**config.mk**
```make
export PLATFORM = sky130hd
export DESIGN_NAME = sram_async_ctrl
export DESIGN_NICKNAME = d
export VERILOG_FILES = /design/src/rtl/sram_ctrl_pkg.sv /design/src/rtl/sram_ctrl_fsm.sv /design/src/rtl/sram_pin_drv.sv /design/src/rtl/sram_rd_capture.sv /design/src/rtl/sram_async_ctrl.sv
export SDC_FILE = /design/constraint.sdc
export NUM_CORES = 1
export LEC_CHECK = 0
export BUFFER_PORTS_ARGS = -buffer_cell sky130_fd_sc_hd__buf_2
export CAP_MARGIN = 40
export CORE_ASPECT_RATIO = 0.8
export CORE_MARGIN = 5
export CORE_UTILIZATION = 53
export DETAILED_ROUTE_END_ITERATION = 12
export PLACE_DENSITY = 0.95
export SKIP_LAST_GASP = 1
export SYNTH_ARGS = -nofsm -noshare
export SYNTH_HDL_FRONTEND = slang
export SYNTH_SLANG_ARGS = --single-unit
```
**constraint.sdc**
```tcl
create_clock -name clk -period 2.9 [get_ports clk]
set_input_delay 0 -clock clk [delete_from_list [all_inputs] [get_ports clk]]
set_output_delay 0 -clock clk [all_outputs]
set_load 0.02 [all_outputs]
```
**src/rtl/sram_ctrl_pkg.sv**
```systemverilog
package sram_ctrl_pkg;

  typedef enum logic [2:0] {
    ST_IDLE   = 3'd0,
    ST_READ   = 3'd1,
    ST_TURN   = 3'd2,
    ST_WPULSE = 3'd3,
    ST_WREC   = 3'd4
  } sram_st_e;

  typedef struct packed {
    logic sel_n;
    logic sel;
    logic oe_n;
    logic we_n;
    logic dq_oe;
  } strobe_t;

  localparam strobe_t STROBE_IDLE = '{sel_n: 1'b1, sel: 1'b0, oe_n: 1'b1, we_n: 1'b1, dq_oe: 1'b0};

  // Round a nanosecond figure up to whole clocks, never below one.
  function automatic int unsigned ns2cyc(input int unsigned ns, input int unsigned clk_ns);
    int unsigned c;
    c = (ns + clk_ns - 1) / clk_ns;
    if (c == 0) c = 1;
    return c;
  endfunction

  function automatic int unsigned max2(input int unsigned a, input int unsigned b);
    return (a > b) ? a : b;
  endfunction

  function automatic strobe_t decode_strobes(input sram_st_e st);
    strobe_t s;
    s = STROBE_IDLE;
    case (st)
      ST_READ: begin
        s.sel_n = 1'b0; s.sel = 1'b1; s.oe_n = 1'b0;
      end
      ST_WPULSE: begin
        s.sel_n = 1'b0; s.sel = 1'b1; s.we_n = 1'b0; s.dq_oe = 1'b1;
      end
      ST_WREC: begin
        s.sel_n = 1'b0; s.sel = 1'b1; s.dq_oe = 1'b1;
      end
      default: s = STROBE_IDLE;
    endcase
    return s;
  endfunction

endpackage

```
**src/rtl/sram_ctrl_fsm.sv**
```systemverilog
module sram_ctrl_fsm
  import sram_ctrl_pkg::*;
#(
  parameter int unsigned RD_CYC  = 7,
  parameter int unsigned WP_CYC  = 6,
  parameter int unsigned REC_CYC = 1,
  parameter int unsigned TA_CYC  = 3,
  parameter int unsigned CNT_W   = 4
) (
  input  logic     clk,
  input  logic     rst_n,
  input  logic     req_valid,
  input  logic     req_write,
  output logic     req_ready,
  output logic     accept,
  output logic     rd_done,
  output sram_st_e state_d
);

  localparam logic [CNT_W-1:0] RD_LAST  = CNT_W'(RD_CYC - 1);
  localparam logic [CNT_W-1:0] WP_LAST  = CNT_W'(WP_CYC - 1);
  localparam logic [CNT_W-1:0] REC_LAST = CNT_W'(REC_CYC - 1);
  localparam logic [CNT_W-1:0] TA_LOAD  = CNT_W'(TA_CYC);
  localparam logic [CNT_W-1:0] ONE      = CNT_W'(1);

  sram_st_e         state_q;
  logic [CNT_W-1:0] cnt_q, cnt_d;
  logic [CNT_W-1:0] rel_q, rel_d;

  assign req_ready = (state_q == ST_IDLE);
  assign accept    = req_ready && req_valid;
  assign rd_done   = (state_q == ST_READ) && (cnt_q == '0);

  always_comb begin
    state_d = state_q;
    cnt_d   = cnt_q;
    case (state_q)
      ST_IDLE: begin
        if (req_valid) begin
          if (!req_write) begin
            state_d = ST_READ;
            cnt_d   = RD_LAST;
          end else if (rel_q > ONE) begin
            state_d = ST_TURN;
          end else begin
            state_d = ST_WPULSE;
            cnt_d   = WP_LAST;
          end
        end
      end
      ST_READ: begin
        if (cnt_q == '0) state_d = ST_IDLE;
        else             cnt_d   = cnt_q - ONE;
      end
      ST_TURN: begin
        if (rel_q <= ONE) begin
          state_d = ST_WPULSE;
          cnt_d   = WP_LAST;
        end
      end
      ST_WPULSE: begin
        if (cnt_q == '0) begin
          state_d = ST_WREC;
          cnt_d   = REC_LAST;
        end else begin
          cnt_d = cnt_q - ONE;
        end
      end
      ST_WREC: begin
        if (cnt_q == '0) state_d = ST_IDLE;
        else             cnt_d   = cnt_q - ONE;
      end
      default: state_d = ST_IDLE;
    endcase
  end

  // Release timer: loaded as a read ends, counts down to zero.
  always_comb begin
    if (rd_done)           rel_d = TA_LOAD;
    else if (rel_q != '0)  rel_d = rel_q - ONE;
    else                   rel_d = rel_q;
  end

  always_ff @(posedge clk or negedge rst_n) begin
    if (!rst_n) begin
      state_q <= ST_IDLE;
      cnt_q   <= '0;
      rel_q   <= '0;
    end else begin
      state_q <= state_d;
      cnt_q   <= cnt_d;
      rel_q   <= rel_d;
    end
  end

  // once accepted, the controller leaves idle on the next edge
  p_accept_leaves_idle_r8: assert property (@(posedge clk) disable iff (!rst_n)
    accept |=> !req_ready);

endmodule

```
**src/rtl/sram_pin_drv.sv**
```systemverilog
module sram_pin_drv
  import sram_ctrl_pkg::*;
#(
  parameter int unsigned ADDR_W = 18,
  parameter int unsigned DATA_W = 8,
  parameter int unsigned TA_CYC = 3,
  parameter int unsigned CNT_W  = 4
) (
  input  logic              clk,
  input  logic              rst_n,
  input  sram_st_e          state_d,
  input  logic              accept,
  input  logic [ADDR_W-1:0] req_addr,
  input  logic [DATA_W-1:0] req_wdata,
  output logic [ADDR_W-1:0] sram_addr,
  output logic              sram_sel_n,
  output logic              sram_sel,
  output logic              sram_oe_n,
  output logic              sram_we_n,
  output logic [DATA_W-1:0] sram_dq_out,
  output logic              sram_dq_oe
);

  localparam logic [CNT_W-1:0] TA_SAT = CNT_W'(TA_CYC);

  strobe_t strobe_q;
  logic [ADDR_W-1:0] addr_q;
  logic [DATA_W-1:0] data_q;

  // Strobes come straight from flops so no decode glitch reaches the pins.
  always_ff @(posedge clk or negedge rst_n) begin
    if (!rst_n) begin
      strobe_q <= STROBE_IDLE;
      addr_q   <= '0;
      data_q   <= '0;
    end else begin
      strobe_q <= decode_strobes(state_d);
      if (accept) begin
        addr_q <= req_addr;
        data_q <= req_wdata;
      end
    end
  end

  assign sram_addr   = addr_q;
  assign sram_dq_out = data_q;
  assign sram_sel_n  = strobe_q.sel_n;
  assign sram_sel    = strobe_q.sel;
  assign sram_oe_n   = strobe_q.oe_n;
  assign sram_we_n   = strobe_q.we_n;
  assign sram_dq_oe  = strobe_q.dq_oe;

  // Checker-only counter: cycles since output enable last went high.
  logic [CNT_W-1:0] oe_gap_q;
  always_ff @(posedge clk or negedge rst_n) begin
    if (!rst_n)               oe_gap_q <= TA_SAT;
    else if (!strobe_q.oe_n)  oe_gap_q <= '0;
    else if (oe_gap_q < TA_SAT) oe_gap_q <= oe_gap_q + CNT_W'(1);
  end

  p_dq_only_writing_r6: assert property (@(posedge clk) disable iff (!rst_n)
    sram_dq_oe |-> (sram_oe_n && !sram_sel_n && sram_sel));

  p_write_hold_r5: assert property (@(posedge clk) disable iff (!rst_n)
    (sram_dq_oe && $past(sram_dq_oe)) |-> ($stable(sram_dq_out) && $stable(sram_addr)));

  p_bus_release_r7: assert property (@(posedge clk) disable iff (!rst_n)
    $rose(sram_dq_oe) |-> (oe_gap_q >= TA_SAT));

endmodule

```
**src/rtl/sram_rd_capture.sv**
```systemverilog
module sram_rd_capture #(
  parameter int unsigned DATA_W = 8
) (
  input  logic              clk,
  input  logic              rst_n,
  input  logic              rd_done,
  input  logic [DATA_W-1:0] dq_in,
  output logic              rsp_valid,
  output logic [DATA_W-1:0] rsp_rdata
);

  always_ff @(posedge clk or negedge rst_n) begin
    if (!rst_n) begin
      rsp_valid <= 1'b0;
      rsp_rdata <= '0;
    end else begin
      rsp_valid <= rd_done;
      if (rd_done) rsp_rdata <= dq_in;
    end
  end

  p_rsp_single_r3: assert property (@(posedge clk) disable iff (!rst_n)
    rsp_valid |=> !rsp_valid);

endmodule

```
**src/rtl/sram_async_ctrl.sv**
```systemverilog
module sram_async_ctrl
  import sram_ctrl_pkg::*;
#(
  parameter int unsigned ADDR_W  = 18,
  parameter int unsigned DATA_W  = 8,
  parameter int unsigned CLK_NS  = 10,
  parameter int unsigned T_RC_NS = 70,
  parameter int unsigned T_AA_NS = 70,
  parameter int unsigned T_OE_NS = 35,
  parameter int unsigned T_WC_NS = 70,
  parameter int unsigned T_WP_NS = 50,
  parameter int unsigned T_AW_NS = 60,
  parameter int unsigned T_DW_NS = 30,
  parameter int unsigned T_HZ_NS = 25
) (
  input  logic              clk,
  input  logic              rst_n,
  input  logic              req_valid,
  output logic              req_ready,
  input  logic              req_write,
  input  logic [ADDR_W-1:0] req_addr,
  input  logic [DATA_W-1:0] req_wdata,
  output logic              rsp_valid,
  output logic [DATA_W-1:0] rsp_rdata,
  output logic [ADDR_W-1:0] sram_addr,
  output logic              sram_sel_n,
  output logic              sram_sel,
  output logic              sram_oe_n,
  output logic              sram_we_n,
  output logic [DATA_W-1:0] sram_dq_out,
  output logic              sram_dq_oe,
  input  logic [DATA_W-1:0] sram_dq_in
);

  localparam int unsigned RD_CYC = max2(max2(ns2cyc(T_RC_NS, CLK_NS), ns2cyc(T_AA_NS, CLK_NS)),
                                        ns2cyc(T_OE_NS, CLK_NS));
  localparam int unsigned WP_CYC = max2(max2(ns2cyc(T_WP_NS, CLK_NS), ns2cyc(T_DW_NS, CLK_NS)),
                                        ns2cyc(T_AW_NS, CLK_NS));
  localparam int unsigned WC_CYC = ns2cyc(T_WC_NS, CLK_NS);
  localparam int unsigned REC_CYC = (WC_CYC > WP_CYC + 1) ? (WC_CYC - WP_CYC) : 1;
  localparam int unsigned TA_CYC = ns2cyc(T_HZ_NS, CLK_NS);
  localparam int unsigned MAX_CYC = max2(max2(RD_CYC, WP_CYC), max2(REC_CYC, TA_CYC));
  localparam int unsigned CNT_W = $clog2(MAX_CYC + 2);

  sram_st_e state_d;
  logic     accept;
  logic     rd_done;

  sram_ctrl_fsm #(
    .RD_CYC (RD_CYC),
    .WP_CYC (WP_CYC),
    .REC_CYC(REC_CYC),
    .TA_CYC (TA_CYC),
    .CNT_W  (CNT_W)
  ) u_fsm (
    .clk      (clk),
    .rst_n    (rst_n),
    .req_valid(req_valid),
    .req_write(req_write),
    .req_ready(req_ready),
    .accept   (accept),
    .rd_done  (rd_done),
    .state_d  (state_d)
  );

  sram_pin_drv #(
    .ADDR_W(ADDR_W),
    .DATA_W(DATA_W),
    .TA_CYC(TA_CYC),
    .CNT_W (CNT_W)
  ) u_pins (
    .clk        (clk),
    .rst_n      (rst_n),
    .state_d    (state_d),
    .accept     (accept),
    .req_addr   (req_addr),
    .req_wdata  (req_wdata),
    .sram_addr  (sram_addr),
    .sram_sel_n (sram_sel_n),
    .sram_sel   (sram_sel),
    .sram_oe_n  (sram_oe_n),
    .sram_we_n  (sram_we_n),
    .sram_dq_out(sram_dq_out),
    .sram_dq_oe (sram_dq_oe)
  );

  sram_rd_capture #(
    .DATA_W(DATA_W)
  ) u_cap (
    .clk      (clk),
    .rst_n    (rst_n),
    .rd_done  (rd_done),
    .dq_in    (sram_dq_in),
    .rsp_valid(rsp_valid),
    .rsp_rdata(rsp_rdata)
  );

  p_idle_standby_r1: assert property (@(posedge clk) disable iff (!rst_n)
    req_ready |-> (sram_sel_n && !sram_sel && sram_oe_n && sram_we_n && !sram_dq_oe));

  p_selected_not_ready_r8: assert property (@(posedge clk) disable iff (!rst_n)
    (!sram_sel_n && sram_sel) |-> !req_ready);

  p_rsp_with_ready_r8: assert property (@(posedge clk) disable iff (!rst_n)
    rsp_valid |-> req_ready);

  p_write_strobe_r4: assert property (@(posedge clk) disable iff (!rst_n)
    !sram_we_n |-> (sram_oe_n && sram_dq_oe && !sram_sel_n && sram_sel));

  p_read_no_drive_r2: assert property (@(posedge clk) disable iff (!rst_n)
    !sram_oe_n |-> (sram_we_n && !sram_dq_oe));

endmodule

```
==> impl_metrics.ini <==
[outcome]
status = finished clean

[setup_path]
crit_arrival_ps = 2420
timing.rr.start = u_fsm.cnt_q[0]$_DFFE_PN0P_
r2r-end = u_cap.rsp_rdata[2]$_DFFE_PN0P_
path_class = register to register
cp_common_cell = nand2_1
startpoint_type = register
path_cells = inv_1 -> ha_1 -> or3b_2 -> or3_1 -> inv_2 -> nand2_1 -> nand2_1
r2r_slack_ps = 720
required_ps = 3130
rr_worst_depth = 7
cp_slowest_stage_delay_ps = 510
cp_max_fo = 11
end_kind = register
slowest_stage = or3_1

[place]
hpwl_mm = 3.43
place.gp.congestion = 0.863
dpl_cell_area_um2 = 2720
portBuffers = 78

[min_path]
holdPathStages = 4
hold_path.class = input port to register
hp-start = req_write
min_to = u_pins.sram_sel_n$_DFF_PN1_

[clocking]
numClockSinks = 51
root_buffer = clkbuf_8
htreeDepth = 2
cts_tree = yes
post-cts-setup-buffer-count = 0
cts.reportedPaths.clkPinSlew_ps = 90
clock_tree.buffer_depth = 2
insertion_delay_ps = 300
cts_made_buffers = 5

[grt]
grt_antenna_before_repair = 0
grtUsageTotal_pct = 20.8
use_met3_pct = 5.46
overflow = 0
met2_usage_pct = 38.5
grtUsageMet1_pct = 24.3
grt_pass1_wl_mm = 9.27
grt_max_degree = 31
grt_pass1_vias = 1883
top_usage_layer = met2

[sta]
drv_slew = 0
max_slew.worst_pin.slew_ps = 725
fin_skew_ps = 7.61
rsz0062_at_grt = false
finalSetupTns_ps = 0
hold_viol = 0
relSlewSlack_pct = 51.6
period_needed_ps = 2180
max_freq_ghz = 0.458
finalCritPeriodShare_pct = 75.3
finalSetupViolations = 0

[detailed_routing]
antenna_left = 0
drc = 0
drt-vias-per-instance = 5.18
drt_pass1_iterations = 4
avgRoutedWirePerCell_um = 15.8
drt_iter0_markers = 78
wirelength_mm = 5.62
vias = 1838

[final_layout]
area_delta_synth_final_pct = 39.4
finalInstanceArea_um2 = 3180
num_antenna_cells = 0
drive_gt1_share_pct = 44.0
nNetsFinal = 339

[die]
ios = 79
die_h_um = 68.7
start_util_pct = 54.7
rows = 21
fp.dieArea_um2 = 5730
core-area_um2 = 4180
fp.dieW_um = 83.4

[run]
maxCapViolations = 0

[synthesis]
yosys_warnings = 0
ys_types = 44
synthFlopType = dfrtp_1
synth_area_um2 = 2280
syn_inst = 182
syn_area_per_cell_um2 = 12.5
synth_fp_nets = 224
ys_ff_latch = 51
synthArstFlopShare_pct = 100
seq_area_frac_synth_pct = 56.1
synth_edf_count = 0

[power_and_ir_drop]
irDropWorstVdd_mv = 0.649
leakage_nw = 1.54
p_per_area_nw_per_um2 = 1070
power breakdown:
| group | internal [W] | switching [W] |
|---|---|---|
| Sequential | 0.00106 | 0.000237 |
| Combinational | 0.000708 | 0.000896 |
| Clock | 0.000257 | 0.000231 |
| Total | 0.00203 | 0.00136 |
cell families after synthesis:
logic type / after synthesis / synth area share, %
flops: 51 / 56.1
simple gates: 62 / 16.1
mux: 30 / 14.8
fa+ha+maj: 4 / 2.19
buf+inv: 15 / 4.05
xor+xnor: 2 / 0.767
compound gates: 18 / 6.08
layout by cell type, fill, tap and decap left out, types with 4 or more instances in the layout:
cell type / n
nand2_1: 29
inv_1: 6
mux2_2: 26
dlygate4sd3_1: 35
buf_2: 78
clkbuf_8: 5
ha_1: 4
a21oi_1: 4
nor2_1: 9
dfrtp_1: 48
repair_timing:
item	in CTS	in global routing
gates resized for setup	0	0
hold buffers	35	0
hold endpoints to repair	60	0
state kept, by name, summed over array words and instances (netlist names), 3 cells and up:
name,count
u_fsm.rel_q,4
u_pins.sram_dq_out,8
u_fsm.state_q,3
u_cap.rsp_rdata,8
u_fsm.cnt_q,4
u_pins.sram_addr,18
worst max-delay path, delay by kind of cell, from the launching register on:
| family | cells | cell delay (ps) |
|---|---|---|
| buffers and inverters | 2 | 340 |
| DFF | 1 | 410 |
| adders and majority gates | 1 | 210 |
| and+or+nand+nor | 4 | 1170 |
worst max path at each step:
| stage | start | end | slack [ps] | cells past startpoint |
|---|---|---|---|---|
| 3_5_place_dp | u_fsm.cnt_q[0]$_DFFE_PN0P_ | u_fsm.rel_q[3]$_DFFE_PN0P_ | 780 | 6 |
| 3_3_place_gp | u_fsm.cnt_q[0]$_DFFE_PN0P_ | u_cap.rsp_rdata[2]$_DFFE_PN0P_ | 880 | 7 |
| 6_report | u_fsm.cnt_q[0]$_DFFE_PN0P_ | u_cap.rsp_rdata[2]$_DFFE_PN0P_ | 720 | 7 |
| 4_1_cts | u_fsm.cnt_q[0]$_DFFE_PN0P_ | u_cap.rsp_rdata[7]$_DFFE_PN0P_ | 750 | 7 |
| 2_1_floorplan | u_fsm.cnt_q[0]$_DFFE_PN0P_ | u_fsm.cnt_q[1]$_DFFE_PN0P_ | 1040 | 7 |
| 5_1_grt | u_fsm.cnt_q[0]$_DFFE_PN0P_ | u_cap.rsp_rdata[2]$_DFFE_PN0P_ | 570 | 7 |
Yosys cell counts (all sizes together) (2+ instances only):
cell type / instances / area (um^2)
nand2b: 2 / 12.5
o21ai: 2 / 10.0
dfrtp: 48 / 1200
nand2: 29 / 109
and2: 2 / 13.8
or3: 3 / 18.8
xnor2: 2 / 17.5
o221ai: 2 / 17.5
mux2: 27 / 308
nor3b: 2 / 26.3
a21oi: 4 / 20.0
inv: 8 / 32.5
o211ai: 2 / 15.0
nor4: 2 / 27.5
ha: 4 / 50.1
mux2i: 3 / 30.0
dfstp: 3 / 78.8
buf: 7 / 60.1
nor3: 3 / 15.0
or3b: 2 / 20.0
o22ai: 3 / 32.5
and2b: 2 / 16.3
nor2: 9 / 33.8
final cells by class:
type                            count  area [um^2]
Clock inverter                      3         43.8
Inverter                            8         32.5
Sequential cell                    51         1280
Clock buffer                        5         68.8
Tap cell                           57         71.3
Multi-Input combinational cell    116          911
Timing Repair Buffer              115          776
Fill cell                         260          995
through the flow:
step                hold WS (ps)  setup slack [ps]  util, %  power (W)  std cells
CTS                          164               751     76.2    0.00338        355
detailed placement          89.1               785     65.1    0.00286        312
global placement             197               876     64.5    0.00280        311
finish                       170               716     76.2    0.00339        355
global route                 179               573     76.2    0.00363        355
floorplan                   -296              1040        -    0.00240        182
layer usage:
| metal | share of wire, % | up-vias |
|---|---|---|
| li1 | - | 864 |
| met3 | 6.4 | 10 |
| met4 | 1.5 | 0 |
| met2 | 52 | 71 |
| met5 | 0 | - |
| met1 | 40 | 893 |
Note: power is estimated with default switching activity, not from simulation.
